<file path="config.mk">
export PLATFORM = sky130hd
export DESIGN_NAME = cart_bank_mapper
export DESIGN_NICKNAME = d
export VERILOG_FILES = /design/src/rtl/cart_map_pkg.sv /design/src/rtl/cart_map_rst_sync.sv /design/src/rtl/cart_map_decode.sv /design/src/rtl/cart_map_regs.sv /design/src/rtl/cart_map_addr.sv /design/src/rtl/cart_bank_mapper.sv
export SDC_FILE = /design/constraint.sdc
export NUM_CORES = 1
export LEC_CHECK = 0
export ABC_AREA = 1
export BUFFER_PORTS_ARGS = -buffer_cell sky130_fd_sc_hd__buf_2
export CAP_MARGIN = 20
export CORE_ASPECT_RATIO = 0.8
export CORE_MARGIN = 2
export CORE_UTILIZATION = 40
export DETAILED_ROUTE_END_ITERATION = 16
export GPL_ROUTABILITY_DRIVEN = 0
export PLACE_DENSITY_LB_ADDON = 0.12
export SETUP_SLACK_MARGIN = 0.05
export SLEW_MARGIN = 20
export SYNTH_ARGS = -nofsm -noshare
export SYNTH_HDL_FRONTEND = slang
export SYNTH_SLANG_ARGS = --single-unit
</file>
<file path="constraint.sdc">
create_clock -name clk -period 0.91 [get_ports clk]
set_clock_uncertainty 0.05 [all_clocks]
set_input_delay 0.182 -clock clk [delete_from_list [all_inputs] [get_ports clk]]
set_output_delay 0.182 -clock clk [all_outputs]
set_load 0.01 [all_outputs]
</file>
<file path="src/rtl/cart_map_pkg.sv">
package cart_map_pkg;

  typedef enum logic [2:0] {
    WIN_NONE     = 3'd0,
    WIN_RAM_GATE = 3'd1,
    WIN_BANK_LO  = 3'd2,
    WIN_BANK_HI  = 3'd3,
    WIN_RAM_SEL  = 3'd4
  } win_e;

  localparam logic [7:0] RAM_ON_CODE  = 8'h0A;
  localparam logic [7:0] RAM_OFF_CODE = 8'h00;

endpackage

</file>
<file path="src/rtl/cart_map_rst_sync.sv">
module cart_map_rst_sync (
  input  logic clk,
  input  logic rst_n,
  output logic rst_sync_n
);

  logic [1:0] stage_q;

  always_ff @(posedge clk or negedge rst_n) begin
    if (!rst_n) begin
      stage_q <= 2'b00;
    end else begin
      stage_q <= {stage_q[0], 1'b1};
    end
  end

  assign rst_sync_n = stage_q[1];

endmodule

</file>
<file path="src/rtl/cart_map_decode.sv">
module cart_map_decode
  import cart_map_pkg::*;
#(
  parameter int ADDR_W = 16
) (
  input  logic [ADDR_W-1:0] addr,
  output win_e              win
);

  localparam int SEL_LSB = ADDR_W - 4;

  logic [3:0] sel;
  assign sel = addr[ADDR_W-1:SEL_LSB];

  always_comb begin
    unique case (sel)
      4'h0, 4'h1: win = WIN_RAM_GATE;
      4'h2:       win = WIN_BANK_LO;
      4'h3:       win = WIN_BANK_HI;
      4'h4, 4'h5: win = WIN_RAM_SEL;
      default:    win = WIN_NONE;
    endcase
  end

endmodule

</file>
<file path="src/rtl/cart_map_regs.sv">
module cart_map_regs
  import cart_map_pkg::*;
#(
  parameter int DATA_W     = 8,
  parameter int RAM_BANK_W = 4,
  parameter int MOTOR_BIT  = 3,
  parameter bit RUMBLE_EN  = 1'b1
) (
  input  logic                  clk,
  input  logic                  rst_n,
  input  logic                  wr_en,
  input  win_e                  win,
  input  logic [DATA_W-1:0]     wdata,
  output logic [DATA_W:0]       rom_bank,
  output logic [RAM_BANK_W-1:0] ram_bank,
  output logic                  ram_gate,
  output logic                  motor
);

  localparam int ROM_BANK_W = DATA_W + 1;
  localparam logic [ROM_BANK_W-1:0] ROM_BANK_RST = ROM_BANK_W'(1);

  logic [ROM_BANK_W-1:0] rom_q, rom_d;
  logic [RAM_BANK_W-1:0] ram_q, ram_d;
  logic                  gate_q, gate_d;
  logic [RAM_BANK_W-1:0] ram_src;
  logic                  ce;

  // clock enable: only a strobed write into a decoded window moves state
  assign ce = wr_en && (win != WIN_NONE);

  always_comb begin
    rom_d  = rom_q;
    ram_d  = ram_q;
    gate_d = gate_q;
    unique case (win)
      WIN_RAM_GATE: begin
        if (wdata == RAM_ON_CODE) begin
          gate_d = 1'b1;
        end else if (wdata == RAM_OFF_CODE) begin
          gate_d = 1'b0;
        end
      end
      WIN_BANK_LO: rom_d[DATA_W-1:0] = wdata;
      WIN_BANK_HI: rom_d[DATA_W]     = wdata[0];
      WIN_RAM_SEL: ram_d             = ram_src;
      default: ;
    endcase
  end

  always_ff @(posedge clk or negedge rst_n) begin
    if (!rst_n) begin
      rom_q  <= ROM_BANK_RST;
      ram_q  <= '0;
      gate_q <= 1'b0;
    end else if (ce) begin
      rom_q  <= rom_d;
      ram_q  <= ram_d;
      gate_q <= gate_d;
    end
  end

  generate
    if (RUMBLE_EN) begin : g_motor
      logic motor_q, motor_d, motor_ce;

      always_comb begin
        ram_src            = wdata[RAM_BANK_W-1:0];
        ram_src[MOTOR_BIT] = 1'b0;
      end

      assign motor_ce = wr_en && (win == WIN_RAM_SEL);
      assign motor_d  = wdata[MOTOR_BIT];

      always_ff @(posedge clk or negedge rst_n) begin
        if (!rst_n) begin
          motor_q <= 1'b0;
        end else if (motor_ce) begin
          motor_q <= motor_d;
        end
      end

      assign motor = motor_q;

      // the motor follows the diverted bit and the bank loses it
      a_r7_motor_divert: assert property (@(posedge clk) disable iff (!rst_n)
        (wr_en && win == WIN_RAM_SEL) |=>
          (motor == $past(wdata[MOTOR_BIT])) && !ram_bank[MOTOR_BIT]);
    end else begin : g_plain
      assign ram_src = wdata[RAM_BANK_W-1:0];
      assign motor   = 1'b0;

      // all four data bits land in the RAM bank
      a_r6_ram_full: assert property (@(posedge clk) disable iff (!rst_n)
        (wr_en && win == WIN_RAM_SEL) |=> ram_bank == $past(wdata[RAM_BANK_W-1:0]));
    end
  endgenerate

  assign rom_bank = rom_q;
  assign ram_bank = ram_q;
  assign ram_gate = gate_q;

  // unknown codes leave the enable as it was
  a_r2_gate_hold: assert property (@(posedge clk) disable iff (!rst_n)
    (wr_en && win == WIN_RAM_GATE && wdata != RAM_ON_CODE && wdata != RAM_OFF_CODE)
      |=> $stable(ram_gate));

  // the on code opens the RAM
  a_r2_gate_on: assert property (@(posedge clk) disable iff (!rst_n)
    (wr_en && win == WIN_RAM_GATE && wdata == RAM_ON_CODE) |=> ram_gate);

  // low byte loaded, top bit kept
  a_r3_low_byte: assert property (@(posedge clk) disable iff (!rst_n)
    (wr_en && win == WIN_BANK_LO) |=>
      (rom_bank[DATA_W-1:0] == $past(wdata)) && $stable(rom_bank[DATA_W]));

  // top bit loaded, low byte kept
  a_r4_high_bit: assert property (@(posedge clk) disable iff (!rst_n)
    (wr_en && win == WIN_BANK_HI) |=>
      (rom_bank[DATA_W] == $past(wdata[0])) && $stable(rom_bank[DATA_W-1:0]));

  // no strobed write into a window leaves all state untouched
  a_r8_quiet: assert property (@(posedge clk) disable iff (!rst_n)
    !(wr_en && win != WIN_NONE) |=>
      $stable(rom_bank) && $stable(ram_bank) && $stable(ram_gate) && $stable(motor));

endmodule

</file>
<file path="src/rtl/cart_map_addr.sv">
module cart_map_addr #(
  parameter int ADDR_W     = 16,
  parameter int ROM_BANK_W = 9,
  parameter int RAM_BANK_W = 4
) (
  input  logic                                clk,
  input  logic                                rst_n,
  input  logic [ADDR_W-1:0]                   addr,
  input  logic [ROM_BANK_W-1:0]               rom_bank,
  input  logic [RAM_BANK_W-1:0]               ram_bank,
  output logic [ROM_BANK_W+ADDR_W-3:0]        rom_addr,
  output logic [RAM_BANK_W+ADDR_W-4:0]        ram_addr
);

  localparam int ROM_OFS_W = ADDR_W - 2;
  localparam int RAM_OFS_W = ADDR_W - 3;

  logic                  upper_win;
  logic [ROM_BANK_W-1:0] eff_bank;

  assign upper_win = (addr[ADDR_W-1:ROM_OFS_W] == 2'b01);
  assign eff_bank  = upper_win ? rom_bank : '0;
  assign rom_addr  = {eff_bank, addr[ROM_OFS_W-1:0]};
  assign ram_addr  = {ram_bank, addr[RAM_OFS_W-1:0]};

  // the fixed window never carries a bank number
  a_r9_fixed_low: assert property (@(posedge clk) disable iff (!rst_n)
    (addr[ADDR_W-1:ROM_OFS_W] == 2'b00) |->
      (rom_addr[ROM_BANK_W+ROM_OFS_W-1:ROM_OFS_W] == '0));

  // RAM offset passes straight through
  a_r10_ram_ofs: assert property (@(posedge clk) disable iff (!rst_n)
    ram_addr[RAM_OFS_W-1:0] == addr[RAM_OFS_W-1:0]);

endmodule

</file>
<file path="src/rtl/cart_bank_mapper.sv">
module cart_bank_mapper
  import cart_map_pkg::*;
#(
  parameter int ADDR_W     = 16,
  parameter int DATA_W     = 8,
  parameter int RAM_BANK_W = 4,
  parameter int MOTOR_BIT  = 3,
  parameter bit RUMBLE_EN  = 1'b1
) (
  input  logic                         clk,
  input  logic                         rst_n,
  input  logic                         wr_en,
  input  logic [ADDR_W-1:0]            addr,
  input  logic [DATA_W-1:0]            wdata,
  output logic [DATA_W+ADDR_W-2:0]     rom_addr,
  output logic [RAM_BANK_W+ADDR_W-4:0] ram_addr,
  output logic                         ram_en,
  output logic                         motor_on
);

  localparam int ROM_BANK_W = DATA_W + 1;

  logic                  rst_sync_n;
  win_e                  win;
  logic [ROM_BANK_W-1:0] rom_bank;
  logic [RAM_BANK_W-1:0] ram_bank;

  cart_map_rst_sync u_rst (
    .clk        (clk),
    .rst_n      (rst_n),
    .rst_sync_n (rst_sync_n)
  );

  cart_map_decode #(.ADDR_W(ADDR_W)) u_dec (
    .addr (addr),
    .win  (win)
  );

  cart_map_regs #(
    .DATA_W     (DATA_W),
    .RAM_BANK_W (RAM_BANK_W),
    .MOTOR_BIT  (MOTOR_BIT),
    .RUMBLE_EN  (RUMBLE_EN)
  ) u_regs (
    .clk      (clk),
    .rst_n    (rst_sync_n),
    .wr_en    (wr_en),
    .win      (win),
    .wdata    (wdata),
    .rom_bank (rom_bank),
    .ram_bank (ram_bank),
    .ram_gate (ram_en),
    .motor    (motor_on)
  );

  cart_map_addr #(
    .ADDR_W     (ADDR_W),
    .ROM_BANK_W (ROM_BANK_W),
    .RAM_BANK_W (RAM_BANK_W)
  ) u_addr (
    .clk      (clk),
    .rst_n    (rst_sync_n),
    .addr     (addr),
    .rom_bank (rom_bank),
    .ram_bank (ram_bank),
    .rom_addr (rom_addr),
    .ram_addr (ram_addr)
  );

endmodule

</file>
==> run metrics, run 1 <==
WL/cell 11.5 microns; utilization after layout 53.7%; Netlist Area Pre-Place just under 1000 sq um; WP data arrival 1.05 ns; gr ovfl total 0; Critical Path RT 0.68 ns; reg2reg end u_regs.ram_bank[2]; Lkg Pwr 0.685 nW; CTS tree yes; largest fanout on the critical path 2; total power 1.98 mW; Tcrit/Tclk final 141%; Max Clock Freq 777 MHz; share of cells above drive strength 1 54.2%; die width 59.2 microns; syn_nets 144; Die Height roughly 48 microns; RSZ-0062 raised after global routing yes; die area 2850 sq um; initial antenna violation count 0; clk sinks 16; max_cap viols 0; via density per instance 4.36; number of synthesized register bits 16; total I/O pin count 69; WL final 1.95 mm; largest net degree at the start of global routing 10; Ys Warns 0; Worst setup EP type output port; synthesized area per cell 8.32 sq um; ant diodes 0; vias about 740; Fill cells approximately 230; Pre-Repair DR Iteration Count 4; nets 172; worst setup path class reg -> out; FF-to-FF path depth 4; vias in the first global route 685; setup slack, reg-to-reg about 0.05 ns; Fin. Hold Viols 0; critical path endpoint rom_addr[14]; Total Routing Usage GR 14.6%; sequential share of the synthesized area 41.3%; min Tclk post-route 1.29 ns; FP Rows 15; fin cells 169; H-Tree Depth 1; status finished with violations; Initial Util about 44%; Clock Path Buffers 2; DP HPWL 1.47 mm; latest clock arrival within the worst-skew pair roughly 0.28 ns; endpoints failing setup 14; Root Driver clkbuf_4; TNS Setup -2.73 ns; final setup margin -0.377 ns; critical path startpoint category register; cells after synthesis between 100 and 150; Worst-path clk slew 0.10 ns; Pins Over Slew Limit 0; crit path from u_regs.rom_bank[0]; leading cell type in the layout, fill and taps excluded buf_2; CTS Buf Count 3; Core ar. approximately 2200 sq um; Distinct cells, synth 17; worst r2r src u_regs.ram_bank[2]; Syn-to-layout area delta 23.3%; count of input and output buffers 31; Routed Antenna Nets 0; DRC 0; Worst Hold Class reg -> async; most frequent cells in the layout 30 x buf_2, 16 x buf_4, 15 x nor2_1, 15 x dfrtp_1; DP Cell Count approximately 150; Pwr per Cell Area 1650 nW/um^2; failing checks setup timing; hold slack around 0.08 ns; Iter 0 DRT Violations 10; first-pass GRT wire length 2.95 mm; maximum VDD drop 852 uV
[critical path: stages (launching register included)]
cell,delay [ns]
dfstp_2,0.56
inv_2,0.04
nor2_4,0.07
buf_6,0.10
[cells in the mapped netlist (all sizes together)]
library cell / number / area (sq um)
dfstp: 1 / 26.3
nand2: 16 / 62.6
nand4: 2 / 12.5
conb: 2 / 7.51
nand3: 2 / 10.0
nand3b: 1 / 20.0
o21ai: 9 / 60.1
buf: 29 / 221
dfrtp: 15 / 375
inv: 18 / 67.6
nor2: 18 / 75.1
a21oi: 4 / 35.0
[where the power goes]
group / switching, mW / internal (mW) / total [mW]
Combinational: 0.274 / 0.325 / 0.599
Clock: 0.231 / 0.244 / 0.474
Sequential: 0.0656 / 0.836 / 0.902
[routing by layer]
| layer | vias to the layer above | share of wire [%] | track usage [%] |
|---|---|---|---|
| li1 | 377 | - | - |
| met1 | 325 | 43 | 16.9 |
| met2 | 32 | 51 | 24.9 |
| met3 | 2 | 6.5 | 6.90 |
| met4 | 0 | 0.41 | 3.64 |
| met5 | - | 0 | 0 |
[sequential cells by signal (all words and copies together), names as in the netlist]
signal / cells
u_rst.stage_q: 2
u_regs.ram_gate: 1
u_regs.motor: 1
u_regs.rom_bank: 9
u_regs.ram_bank: 3
[logic make-up after synthesis]
logic type | count (synthesis) | synth area share (%)
flops | 16 | 41.3
simple gates | 39 | 18.5
other cells | 2 | 0.771
compound gates | 13 | 9.77
buf+inv | 47 | 29.7
[worst min-delay path by stage]
stage | slack, ns | endpoint | start | depth (start not counted)
after floorplan | -0.16 | u_rst.stage_q[0] | rst_n | 0
after detailed placement | -0.08 | u_rst.stage_q[0] | rst_n | 1
after global routing | 0.09 | u_regs.rom_bank[4] | wdata[4] | 3
after CTS | 0.1 | u_regs.rom_bank[2] | u_rst.stage_q[1] | 0
after global placement | -0.08 | u_rst.stage_q[0] | rst_n | 1
final | 0.08 | u_regs.rom_bank[2] | u_rst.stage_q[1] | 0
[timing repair]
| item | CTS | global route |
|---|---|---|
| endpoints found under the setup margin | 18 | 18 |
| buffers inserted | 8 | 2 |
| gates cloned | 1 | 0 |
| hold buffers | 1 | 0 |
| pin swaps | 6 | 5 |
| endpoints found under the hold margin | 2 | 0 |
| gates resized for setup | 6 | 6 |
[through the flow]
step	cell area, sq um	setup slack (ns)
after global routing	1200	-0.425
after CTS	1180	-0.384
after global placement	1040	-0.279
final	1200	-0.377
after detailed placement	1040	-0.300
after floorplan	1010	-0.0293
[layout make-up]
class	instances	area [sq um]	share of cell area, %
flip-flops and latches	16	402	33.5
multi-input cells	55	325	27.1
repair buffers	51	325	27.1
inverters	18	80.1	6.67
clock buffers	4	36.3	3.02
well taps	25	31.3	2.61
Power figures use the tool's default switching activity.
==> inputs of run 2 (changes only) <==
- CORE_ASPECT_RATIO: 0.8 -> 1.5
- SKIP_CTS_REPAIR_TIMING: not set -> 1
==> run 2 against run 1 <==
- flip-flop and latch count unchanged
- power down 7.1%
- sequential power down 0.6%
- worst setup slack better by 0.031 ns
- the flow still finishes with violations (setup timing)
- final area down 0.42%
- clock-buffer cell count unchanged
- non-clock buffer count down 2
- critical path depth unchanged
- highest routed layer unchanged
- largest power group unchanged
- register-to-register slack better by 0.07 ns
- worst hold slack worse by 0.038 ns
==> run metrics, run 2 (synthesized netlist as in run 1, its figures left out) <==
status finished with violations; failing checks setup timing; Lkg Pwr 0.673 nW (-1.8%); die area 2850 sq um (+0.19%); Routed Antenna Nets 0 (unchanged); final instance area 1190 sq um (-0.42%); most frequent cells in the layout 29 x buf_2, 15 x buf_4, 15 x dfrtp_1; RSZ-0062 raised after global routing yes; die width 44.3 microns (-25%); ant diodes 0 (unchanged); min Tclk post-route 1.26 ns (-0.0311 ns); H-Tree Depth 1 (unchanged); latest clock arrival within the worst-skew pair 0.28 ns (about the same); FF-to-FF path depth 3 (-1); Worst Hold Class reg -> async; Initial Util 43.1% (-0.51 points); Clock Path Buffers 2 (unchanged); Max Clock Freq 796 MHz (+2.5%); Critical Path RT 0.68 ns (about the same); max_cap viols 0 (unchanged); DRC 0 (unchanged); setup slack, reg-to-reg 0.12 ns (+0.07 ns); WL final 1.87 mm (-3.8%); Fill cells 239 (+5.8%); critical path startpoint category register; CTS tree yes; largest net degree at the start of global routing 17 (+7); worst r2r src u_regs.rom_bank[3]; maximum VDD drop 829 uV (-2.7%); FP Rows 21 (+6); Pins Over Slew Limit 0 (unchanged); Pwr per Cell Area 1540 nW/um^2 (-6.7%); Iter 0 DRT Violations 4 (-6); clk sinks 16 (unchanged); Die Height 64.4 microns (+34%); Worst-path clk slew 0.10 ns (about the same); first-pass GRT wire length 2.76 mm (-6.5%); Fin. Hold Viols 0 (unchanged); Root Driver clkbuf_4; final setup margin -0.346 ns (+0.0311 ns); Place WS -0.297 ns (+0.00299 ns); DP Cell Count 153 (-0.65%); DP HPWL 1.41 mm (-4.3%); via density per instance 4.52 (+3.8%); Syn-to-layout area delta 22.8%; crit path from u_regs.rom_bank[0]; initial antenna violation count 0 (unchanged); Core ar. 2260 sq um (+1.2%); WL/cell 11.3 microns (-1.4%); worst setup path class reg -> out; count of input and output buffers 31 (unchanged); CTS Buf Count 3 (unchanged); reg2reg end u_regs.rom_bank[3]; vias 746 (+1.4%); max reg flops 9 (unchanged); leading cell type in the layout, fill and taps excluded buf_2; Pre-Repair DR Iteration Count 4 (unchanged); largest fanout on the critical path 2 (unchanged); endpoints failing setup 14 (unchanged); nets 170 (-1.2%); Total Routing Usage GR 13.6% (-0.95 points); Tcrit/Tclk final 138% (-3.4 points); fin cells 165 (-2.4%); WP data arrival 1.02 ns (-0.03 ns); share of cells above drive strength 1 54.9% (+0.76 points); placed cell areas 1060 sq um (+1.7%); gr ovfl total 0 (unchanged); hold slack 0.0443 ns (-0.0380 ns); Worst setup EP type output port; total I/O pin count 69 (unchanged); vias in the first global route 664 (-3.1%)
[run 2: worst max-delay path, cell delays in order (launching register included)]
cell and delay (ns):
dfstp_2 0.54, inv_2 0.04, nor2_4 0.07, buf_6 0.10
[run 2: final cells by class]
class | instances | area, sq um | share of cell area, %
Inverter | 18 | 80.1 | 6.70
Clock buffer | 4 | 26.3 | 2.20
Multi-Input combinational cell | 55 | 340 | 28.5
Timing Repair Buffer | 49 | 318 | 26.6
Tap cell | 23 | 28.8 | 2.41
Sequential cell | 16 | 402 | 33.6
[run 2: power by group]
| part | internal (mW) | leakage (nW) | switching, mW |
|---|---|---|---|
| clock network | 0.170 | 0.0150 | 0.224 |
| registers | 0.836 | 0.186 | 0.0614 |
| logic | 0.281 | 0.472 | 0.262 |
| total | 1.29 | 0.673 | 0.547 |
[run 2: layer usage]
metal | GRT usage [%] | vias up | share of wire, %
met5 | 0 | - | 0
met4 | 8.71 | 0 | 0.80
met1 | 15.2 | 348 | 39
li1 | - | 378 | -
met2 | 22.1 | 16 | 56
met3 | 3.62 | 4 | 3.9
[run 2: worst max-delay path by stage]
stage	depth (start not counted)	slack, ns	endpoint
detailed placement	7	-0.30	u_regs.rom_bank[5]
floorplan	7	-0.03	u_regs.rom_bank[3]
global placement	7	-0.27	u_regs.rom_bank[5]
global route	3	-0.41	rom_addr[14]
finish	3	-0.35	rom_addr[14]
CTS	3	-0.37	rom_addr[14]
[run 2: metrics by stage]
stage / utilization [%] / setup TNS (ns) / total power [mW]
2_1_floorplan: - / -0.0576 / 1.28
3_3_place_gp: 47.0 / -3.77 / 1.34
3_5_place_dp: 47.0 / -4.33 / 1.35
4_1_cts: 48.1 / -3.20 / 1.76
5_1_grt: 52.9 / -3.55 / 1.96
6_report: 52.9 / -2.75 / 1.84
==> inputs of run 3 (changes only) <==
- CORE_MARGIN: 2 -> 10
- clock period: 0.91 -> 1.4 ns (I/O delays scaled with it)
==> run 3 against run 2 <==
- the run now ends clean
- routed wire length increased by 3.5%
- worst hold slack improved by 0.14 ns
- combinational power decreased by 55%
- worst setup slack improved by 0.36 ns
- non-clock buffer count decreased by 17
- flip-flop and latch count unchanged
- core utilization decreased by 9.8 points
- global-route usage decreased by 5.7 points
- critical path depth unchanged
==> run metrics, run 3 (synthesized netlist as in run 1, its figures left out) <==
Fin. Hold Viols 0 (unchanged); Largest delay share family, worst path flip-flops; Fill cells 238 (-0.42%); Worst Path Buf+Inv 2 (unchanged); via density per instance 4.42 (-2.2%); gr ovfl total 0 (unchanged); Initial Util 42.6% (-0.50 points); Worst setup EP type output port; first-pass GRT wire length 3.05 mm (+10%); total I/O pin count 69 (unchanged); Total Routing Usage GR 7.86% (-5.7 points); Max Clock Freq approximately 720 MHz; share of cells above drive strength 1 40.3% (-15 points); Tcrit/Tclk final 99.2%; slowest stage delay, CP 0.55 ns (about the same); Pre-Repair DR Iteration Count 3 (-1); DRC 0 (unchanged); H-Tree Depth 1 (unchanged); Place WS 0.123 ns (+0.420 ns); FP Rows 21 (unchanged); max reg flops 9 (unchanged); Lkg Pwr 0.570 nW (-15%); die area 4850 sq um (+70%); initial antenna violation count 0 (unchanged); worst r2r src u_regs.rom_bank[0]; final setup margin 0.0115 ns (+0.357 ns); vias 650 (-13%); RSZ-0062 raised after global routing yes; DP HPWL 1.59 mm (+13%); Slowest cell on crit path dfstp_2; most frequent cells in the layout 31 x buf_2, 17 x nor2_1, 16 x inv_1; nets 152 (-11%); worst rel slew slack 61.8%; area of the multi-input gates 285 sq um (-16%); min Tclk post-route 1.39 ns; CTS Buf Count 3 (unchanged); Clock Path Buffers 2 (unchanged); endpoints failing setup 0 (-14); largest fanout on the critical path 2 (unchanged); hold slack 0.184 ns (+0.139 ns); largest net degree at the start of global routing 17 (unchanged); leading cell type in the layout, fill and taps excluded buf_2; Root Driver clkbuf_4; worst setup path class reg -> out; Syn-to-layout area delta 1.16%; critical path startpoint category register; max_cap viols 0 (unchanged); register area 402 sq um (unchanged); Worst-path clk slew 0.10 ns (about the same); maximum VDD drop 477 uV (-42%); Worst Hold Class reg -> async; clk sinks 16 (unchanged); vias in the first global route 728 (+9.6%); status finished, final reports clean; crit path from u_regs.rom_bank[0]; count of input and output buffers 31 (unchanged); crit-path cells inv_2 > nor2_1 > buf_2; Pins Over Slew Limit 0 (unchanged); Core ar. 2290 sq um (+1.2%); Routed Antenna Nets 0 (unchanged); latest clock arrival within the worst-skew pair 0.28 ns (about the same); ant diodes 0 (unchanged); WL final 1.94 mm (+3.5%); Die Height 80.4 microns (+25%); die width 60.3 microns (+36%); WL/cell 13.2 microns (+16%); Tightest Pin Transition 0.573 ns; Iter 0 DRT Violations 12 (+8); WP data arrival 1.06 ns (+0.04 ns); Pwr per Cell Area 1150 nW/um^2 (-25%); Critical Path RT 1.07 ns (+0.39 ns); CTS tree yes
-- run 3: final timing paths --
path,endpoint,slack [ns],depth (start not counted)
min in group clk,u_regs.rom_bank[6],0.20,3
max in group asynchronous,u_regs.rom_bank[0],0.74,0
min,u_regs.rom_bank[6],0.18,0
min reg2reg,u_regs.rom_bank[6],0.18,0
max reg2reg,u_regs.rom_bank[0],0.62,2
max,rom_addr[14],0.01,3
-- run 3: cell type report --
cell class                 count  share of cell area [%]
multi-input combinational     54                    29.0
clock buffer                   4                    3.68
sequential                    16                    40.8
tap                           23                    2.92
timing repair buffer          32                    16.8
inverter                      18                    6.86
-- run 3: metal layers --
layer	vias up	share of wire (%)	GRT usage, %
met1	286	38	7.92
li1	337	-	-
met5	-	0	0
met2	19	52	13.4
met4	0	1.1	4.28
met3	8	8.5	2.83
-- run 3: per-stage QoR --
stage / util, % / area [sq um] / cells / setup TNS [ns] / total power, mW
3_5_place_dp: 40.9 / 936 / 142 / 0 / 0.837
3_3_place_gp: 40.9 / 936 / 142 / 0 / 0.832
2_1_floorplan: - / 973 / 117 / 0 / 0.814
4_1_cts: 42.5 / 972 / 146 / -0.0276 / 1.15
6_report: 43.1 / 985 / 147 / 0 / 1.13
5_1_grt: 43.1 / 985 / 147 / -0.0465 / 1.20
-- run 3: power by group --
part / switching, mW / internal, mW
clock network: 0.148 / 0.158
logic: 0.138 / 0.105
registers: 0.0412 / 0.543
total: 0.327 / 0.806
